## config.mk

```make
export PLATFORM = sky130hd
export DESIGN_NAME = rstseq_top
export DESIGN_NICKNAME = d
export VERILOG_FILES = /design/src/rtl/rstseq_pkg.sv /design/src/rtl/rstseq_regs.sv /design/src/rtl/rstseq_wdog.sv /design/src/rtl/rstseq_wake.sv /design/src/rtl/rstseq_delay.sv /design/src/rtl/rstseq_top.sv
export SDC_FILE = /design/constraint.sdc
export NUM_CORES = 1
export LEC_CHECK = 0
export ABC_AREA = 1
export BUFFER_PORTS_ARGS = -buffer_cell sky130_fd_sc_hd__buf_2
export CAP_MARGIN = 20
export CORE_MARGIN = 2
export CORE_UTILIZATION = 45
export DETAILED_ROUTE_END_ITERATION = 10
export PLACE_DENSITY = 0.73
export SLEW_MARGIN = 20
export SYNTH_ARGS = -nofsm -noshare
export SYNTH_HDL_FRONTEND = slang
export SYNTH_SLANG_ARGS = --single-unit
```

## constraint.sdc

```tcl
create_clock -name clk -period 1.85 [get_ports clk]
set_input_delay 0.185 -clock clk [delete_from_list [all_inputs] [get_ports clk]]
set_output_delay 0.185 -clock clk [all_outputs]
set_load 0.01 [all_outputs]
```

## src/rtl/rstseq_pkg.sv

```systemverilog
`timescale 1ns/1ps
package rstseq_pkg;
   typedef enum logic [1:0] {
      CAUSE_NONE  = 2'd0,
      CAUSE_POWER = 2'd1,
      CAUSE_WDOG  = 2'd2,
      CAUSE_WAKE  = 2'd3
   } cause_e;

   localparam int CTL_WARM_BIT = 7;      // cleared only by power-on
   localparam int CTL_DLY_BIT  = 5;      // 1: wake uses the delay
   localparam int CTL_WDEN_BIT = 4;      // watchdog enable
   localparam int CTL_CLR_MSB  = 4;      // bits [CTL_CLR_MSB:0] cleared by dip/watchdog
   localparam logic [7:0] CTL_POR_VALUE = 8'h20;
   localparam int ADDR_W = 2;
endpackage

```

## src/rtl/rstseq_regs.sv

```systemverilog
`timescale 1ns/1ps
module rstseq_regs
   import rstseq_pkg::*;
#(
   parameter int NUM_SEL = 2
) (
   input  logic              clk,
   input  logic              por_n,
   input  logic              wr,
   input  logic [ADDR_W-1:0] addr,
   input  logic [7:0]        wdata,
   input  logic              clr_low,
   output logic [7:0]        rdata,
   output logic              dly_en,
   output logic              wdt_en
);
   initial begin
      if (NUM_SEL < 1 || NUM_SEL > (1 << ADDR_W) - 1)
         $fatal(1, "rstseq_regs: NUM_SEL out of range");
   end

   logic [7:0] ctl_q, ctl_d;
   logic [NUM_SEL-1:0][7:0] sel_rd;

   always_comb begin
      ctl_d = ctl_q;
      if (wr && addr == '0) ctl_d = wdata;
      if (clr_low) ctl_d[CTL_CLR_MSB:0] = '0;
   end

   always_ff @(posedge clk or negedge por_n) begin
      if (!por_n) ctl_q <= CTL_POR_VALUE;
      else        ctl_q <= ctl_d;
   end

   for (genvar g = 0; g < NUM_SEL; g++) begin : g_sel
      logic [7:0] sel_q;
      always_ff @(posedge clk or negedge por_n) begin
         if (!por_n)                             sel_q <= '0;
         else if (wr && addr == ADDR_W'(g + 1))  sel_q <= wdata;
      end
      assign sel_rd[g] = sel_q;
   end

   always_comb begin
      rdata = '0;
      if (addr == '0) rdata = ctl_q;
      for (int i = 0; i < NUM_SEL; i++)
         if (addr == ADDR_W'(i + 1)) rdata = sel_rd[i];
   end

   assign dly_en = ctl_q[CTL_DLY_BIT];
   assign wdt_en = ctl_q[CTL_WDEN_BIT];

   // a dip or watchdog trigger leaves the low control bits at zero
   a_r10_clear_low: assert property (@(posedge clk) disable iff (!por_n)
      clr_low |=> ctl_q[CTL_CLR_MSB:0] == '0);
   // the warm flag never falls without power-on unless software writes it
   a_r9_warm_kept: assert property (@(posedge clk) disable iff (!por_n)
      (ctl_q[CTL_WARM_BIT] && !(wr && addr == '0)) |=> ctl_q[CTL_WARM_BIT]);
   // a plain control write lands as written
   a_r12_write: assert property (@(posedge clk) disable iff (!por_n)
      (wr && addr == '0 && !clr_low) |=> ctl_q == $past(wdata));
endmodule

```

## src/rtl/rstseq_wdog.sv

```systemverilog
`timescale 1ns/1ps
module rstseq_wdog #(
   parameter int WDT_CYCLES = 1024
) (
   input  logic clk,
   input  logic por_n,
   input  logic en,
   input  logic hold,
   input  logic kick,
   output logic fire
);
   initial begin
      if (WDT_CYCLES < 2) $fatal(1, "rstseq_wdog: WDT_CYCLES must be at least 2");
   end

   localparam int CW = $clog2(WDT_CYCLES + 1);
   localparam logic [CW-1:0] LAST = CW'(WDT_CYCLES - 1);

   logic [CW-1:0] cnt_q;

   assign fire = en && !hold && !kick && (cnt_q == LAST);

   always_ff @(posedge clk or negedge por_n) begin
      if (!por_n)                           cnt_q <= '0;
      else if (hold || !en || kick || fire) cnt_q <= '0;
      else                                  cnt_q <= cnt_q + 1'b1;
   end

   // a refresh always buys at least one more cycle
   a_r7_kick_defers: assert property (@(posedge clk) disable iff (!por_n)
      kick |=> !fire);
   // expiry never happens while disabled
   a_r8_needs_enable: assert property (@(posedge clk) disable iff (!por_n)
      !en |=> (!fire || $past(en) == 1'b0 && en));
endmodule

```

## src/rtl/rstseq_wake.sv

```systemverilog
`timescale 1ns/1ps
module rstseq_wake #(
   parameter int HOLD_CYCLES = 5
) (
   input  logic clk,
   input  logic por_n,
   input  logic stop_wake,
   input  logic dly_en,
   output logic delay_trig,
   output logic bypass_trig
);
   initial begin
      if (HOLD_CYCLES < 1) $fatal(1, "rstseq_wake: HOLD_CYCLES must be at least 1");
   end

   logic stop_q;
   logic rise;

   always_ff @(posedge clk or negedge por_n) begin
      if (!por_n) stop_q <= 1'b0;
      else        stop_q <= stop_wake;
   end

   assign rise       = stop_wake && !stop_q;
   assign delay_trig = rise && dly_en;

   if (HOLD_CYCLES == 1) begin : g_edge
      assign bypass_trig = rise && !dly_en;
   end else begin : g_count
      localparam int HW = $clog2(HOLD_CYCLES + 1);
      localparam logic [HW-1:0] FULL = HW'(HOLD_CYCLES);
      localparam logic [HW-1:0] LAST = HW'(HOLD_CYCLES - 1);
      logic [HW-1:0] hold_q;

      assign bypass_trig = stop_wake && !dly_en && (hold_q == LAST);

      always_ff @(posedge clk or negedge por_n) begin
         if (!por_n)                  hold_q <= '0;
         else if (!stop_wake || dly_en) hold_q <= '0;
         else if (hold_q != FULL)     hold_q <= hold_q + 1'b1;
      end

      // qualification needs the source high on the previous edge too
      a_r6_held: assert property (@(posedge clk) disable iff (!por_n)
         bypass_trig |-> $past(stop_wake));
   end

   // the bypass and delay wake paths exclude each other
   a_r5_exclusive: assert property (@(posedge clk) disable iff (!por_n)
      !(delay_trig && bypass_trig));
endmodule

```

## src/rtl/rstseq_delay.sv

```systemverilog
`timescale 1ns/1ps
module rstseq_delay #(
   parameter int DELAY_TICKS = 64
) (
   input  logic clk,
   input  logic por_n,
   input  logic trig,
   input  logic tick,
   output logic busy
);
   initial begin
      if (DELAY_TICKS < 1) $fatal(1, "rstseq_delay: DELAY_TICKS must be at least 1");
   end

   localparam int CW = $clog2(DELAY_TICKS + 1);
   localparam logic [CW-1:0] LAST = CW'(DELAY_TICKS - 1);

   logic [CW-1:0] cnt_q;
   logic          busy_q;

   always_ff @(posedge clk or negedge por_n) begin
      if (!por_n) begin
         busy_q <= 1'b1;
         cnt_q  <= '0;
      end else if (trig) begin
         busy_q <= 1'b1;
         cnt_q  <= '0;
      end else if (busy_q && tick) begin
         if (cnt_q == LAST) busy_q <= 1'b0;
         else               cnt_q  <= cnt_q + 1'b1;
      end
   end

   assign busy = busy_q;

   // a trigger always (re)asserts the hold
   a_r2_restart: assert property (@(posedge clk) disable iff (!por_n)
      trig |=> busy);
   // without a tick the hold cannot end
   a_r2_no_early_end: assert property (@(posedge clk) disable iff (!por_n)
      (busy && !tick) |=> busy);
endmodule

```

## src/rtl/rstseq_top.sv

```systemverilog
`timescale 1ns/1ps
module rstseq_top
   import rstseq_pkg::*;
#(
   parameter int DELAY_TICKS = 64,
   parameter int HOLD_CYCLES = 5,
   parameter int WDT_CYCLES  = 1024,
   parameter int NUM_SEL     = 2
) (
   input  logic       clk,
   input  logic       por_n,
   input  logic       pwr_ok,
   input  logic       slow_tick,
   input  logic       stop_wake,
   input  logic       wdt_kick,
   input  logic       reg_wr,
   input  logic [1:0] reg_addr,
   input  logic [7:0] reg_wdata,
   output logic [7:0] reg_rdata,
   output logic       rst_out,
   output logic [1:0] rst_cause
);
   logic   pwr_trig, wdt_fire, wake_dly, wake_byp;
   logic   dly_en, wdt_en, busy, pulse_q, rst_now;
   cause_e cause_q;

   assign pwr_trig = !pwr_ok;
   assign rst_now  = busy || pulse_q;

   rstseq_regs #(.NUM_SEL(NUM_SEL)) u_regs (
      .clk(clk), .por_n(por_n), .wr(reg_wr), .addr(reg_addr), .wdata(reg_wdata),
      .clr_low(pwr_trig || wdt_fire), .rdata(reg_rdata), .dly_en(dly_en), .wdt_en(wdt_en)
   );

   rstseq_wdog #(.WDT_CYCLES(WDT_CYCLES)) u_wdog (
      .clk(clk), .por_n(por_n), .en(wdt_en), .hold(rst_now), .kick(wdt_kick), .fire(wdt_fire)
   );

   rstseq_wake #(.HOLD_CYCLES(HOLD_CYCLES)) u_wake (
      .clk(clk), .por_n(por_n), .stop_wake(stop_wake), .dly_en(dly_en),
      .delay_trig(wake_dly), .bypass_trig(wake_byp)
   );

   rstseq_delay #(.DELAY_TICKS(DELAY_TICKS)) u_delay (
      .clk(clk), .por_n(por_n), .trig(pwr_trig || wdt_fire || wake_dly),
      .tick(slow_tick), .busy(busy)
   );

   always_ff @(posedge clk or negedge por_n) begin
      if (!por_n) begin
         pulse_q <= 1'b0;
         cause_q <= CAUSE_POWER;
      end else begin
         pulse_q <= wake_byp;
         if (pwr_trig)                  cause_q <= CAUSE_POWER;
         else if (wdt_fire)             cause_q <= CAUSE_WDOG;
         else if (wake_dly || wake_byp) cause_q <= CAUSE_WAKE;
      end
   end

   assign rst_out   = rst_now;
   assign rst_cause = cause_q;

   // a supply dip wins and holds reset
   a_r3_dip_holds: assert property (@(posedge clk) disable iff (!por_n)
      !pwr_ok |=> rst_out && rst_cause == CAUSE_POWER);
   // watchdog outranks wake
   a_r11_wdog_over_wake: assert property (@(posedge clk) disable iff (!por_n)
      (wdt_fire && pwr_ok) |=> rst_out && rst_cause == CAUSE_WDOG);
   // the bypass pulse lasts one cycle
   a_r5_single_pulse: assert property (@(posedge clk) disable iff (!por_n)
      pulse_q |=> !pulse_q);
   // a wake reset alone leaves the registers alone
   a_r10_wake_keeps: assert property (@(posedge clk) disable iff (!por_n)
      ((wake_dly || wake_byp) && pwr_ok && !wdt_fire && !reg_wr)
         |=> (reg_addr != $past(reg_addr)) || $stable(reg_rdata));
endmodule

```

==> results.cfg <==
[layout]
layout-drive-gt1-share_pct = 20.7
layout_commonest_cell = nand2_1
antennaDiodeCount = 0
area_delta_synth_final_pct = 12.6
fillers = 526
final_area_um2 = 2830
layout_common_cells = nand2_1 (86), dfrtp_1 (47), inv_1 (33)
fin_cells = 406
num-nets-final = 355

[timing]
finalHoldViolCount = 0
timing.fmax_ghz = 0.685
finalCritPeriodShare_pct = 78.9
slew_headroom_pct = 58.5
postLayoutSetupSlackWorst_ps = 390
tightestPinTransition_ps = 622
setup_viol = 0
min_period_ps = 1460
fin_skew_ps = 10.7
setup_tns_ps = 0
rsz0062_at_grt = no
drv_slew = 0

[run]
cap_viol_max_count = 0

[clock_network]
ctsLongestPathBuffers = 2
cts-resized-gates = 0
clk_pin_slew_worst_paths_ps = 100
h-tree-depth = 2
clk_latency_ps = 310
cts_made_buffers = 5
cts_root_buf = clkbuf_8
clkSinkCount = 50
cts_tree = done

[global_routing]
grt_max_degree = 51
grtUsageTotal_pct = 17.0
grt_remaining_overflow = 0
antenna_found_initial = 0
grt_pass1_vias = 1855
grt_pass1_wl_um = 8200

[synthesis]
synthAdderAreaFrac_pct = 2.49
synth-simple-area-share_pct = 31.2
postSynthNetCount = 322
synth_compound_area_share_pct = 8.65
netlist_instances = 300
synth_xor_xnor_area_share_pct = 1.04
yosysSeqAreaShare_pct = 49.9
ys_ff_latch = 50
synth_top_family_by_area = simple AND/OR/NAND/NOR gates
synthMuxAreaShare_pct = 0
synth_cell_types = 31
synth_area_um2 = 2520
ys_warn_count = 0
syn_avg_cell_area_um2 = 8.39

[setup_path]
critPathCaptureType = flop
cp.arrival_ps = 1660
crit_fanout = 6
criticalPathCategory = flop to flop
start_kind = flop
required_ps = 2050

[place]
place_ws_ps = 389
gp_congestion = 0.807
dp_hpwl_um = 3350
port_buffers = 27
placed_cell_area_um2 = 2720
placed_cells = 396

[power]
p_leak_nw = 1.41
ir_drop_v = 0.000380
p_per_area_nw_per_um2 = 772

[floorplanning]
rows = 27
die_area_um2 = 6210
start_util_pct = 46.3
die_x_um = 78.8
fp.dieH_um = 78.8
io_pins = 28
core_um2 = 5440

[routing]
drt_iter0_drc = 134
ant_nets = 0
wl_per_cell_um = 11.7
vias = 1958
dr.pass1.iters = 4
via_per_inst = 4.82
drt-total-wl_um = 4740
drc_errors = 0

[status]
outcome = completed

[hold_path]
holdCritPathClass = input pin to flop
==> what timing repair did <==
item / 4_1_cts / 5_1_grt
endpoints found under the hold margin: 31 / 0
hold buffers: 2 / 0
setup buffers: 0 / 0
==> final timing paths <==
kind | from | end | slack [ps] | cells after the start
min in group asynchronous | por_n | u_delay.cnt_q[2] | 500 | 3
worst min register to register | u_regs.g_sel[1].sel_q[3] | u_regs.g_sel[1].sel_q[3] | 490 | 2
worst max-delay path | u_wdog.cnt_q[0] | u_regs.ctl_q[1] | 390 | 8
worst min-delay path | reg_wdata[3] | u_regs.ctl_q[3] | 150 | 3
worst max register to register | u_wdog.cnt_q[0] | u_regs.ctl_q[1] | 390 | 8
max in group asynchronous | por_n | u_wdog.cnt_q[8] | 930 | 3
==> area by class of cell <==
class                   instances  area [µm²]  area share [%]
repair buffers                 31         170            6.00
well taps                      72        90.1            3.18
multi-input cells             209        1090            38.5
clock inverters                 3        23.8           0.839
inverters                      36         135            4.77
clock buffers                   5        68.8            2.43
flip-flops and latches         50        1250            44.3
==> kinds of logic after synthesis <==
family / count (synthesis)
buffers and inverters: 41
DFF: 50
xor gates and xnor gates: 3
and+or+nand+nor: 167
adders and majority gates: 5
AOI/OAI and AO/OA: 34
==> report_power, final <==
group	internal (mW)	total (mW)	switching, mW
combinational	0.113	0.291	0.177
sequential	1.18	1.23	0.0517
clock	0.271	0.663	0.392
total	1.57	2.19	0.621
==> layer usage <==
layer  share of wire [%]  GRT usage [%]
met1                  47           21.7
met2                  48           28.0
met3                 3.4           4.66
met4                 1.4           5.79
met5                   0              0
==> worst max-delay path, cell delays in order, from the launching register on <==
cell and delay [ps]:
dfrtp_1 410, ha_1 190, nand2_1 80, nor2_2 140, nand2_2 140, nor2_4 130
nand2_4 90, nand2_2 110, a21oi_1 60
==> metrics by stage <==
step	hold slack, ps	utilization, %	total power, mW
global route	139	52.1	2.31
floorplan	-111	-	1.43
CTS	138	52.1	2.21
finish	145	52.1	2.19
global placement	310	50.0	1.54
detailed placement	308	50.0	1.55
==> cell usage after synthesis, drive strengths merged <==
master / instances / area share, %
o21bai: 1 / 0.30
dfrtp: 47 / 47
ha: 5 / 2.5
nand2: 93 / 15
dfstp: 3 / 3.1
inv: 35 / 5.2
clkbuf: 1 / 0.15
nand3: 31 / 6.7
xor2: 3 / 1.0
clkinv: 1 / 0.15
buf: 4 / 1.3
o211ai: 1 / 0.30
a21oi: 7 / 1.4
or2: 2 / 0.60
o21ai: 24 / 6.4
a31oi: 1 / 0.25
nor2: 29 / 6.5
nand4: 6 / 1.5
nor3: 6 / 1.2
==> sequential cells by signal, indices dropped and copies added (netlist names) <==
register,cells
u_wdog.cnt_q,11
u_wake.stop_q,1
rst_cause,2
u_delay.busy,1
u_regs.g_sel.sel_q,16
u_delay.cnt_q,7
u_wake.g_count.hold_q,3
pulse_q,1
u_regs.ctl_q,8
Power figures use the tool's default switching activity.
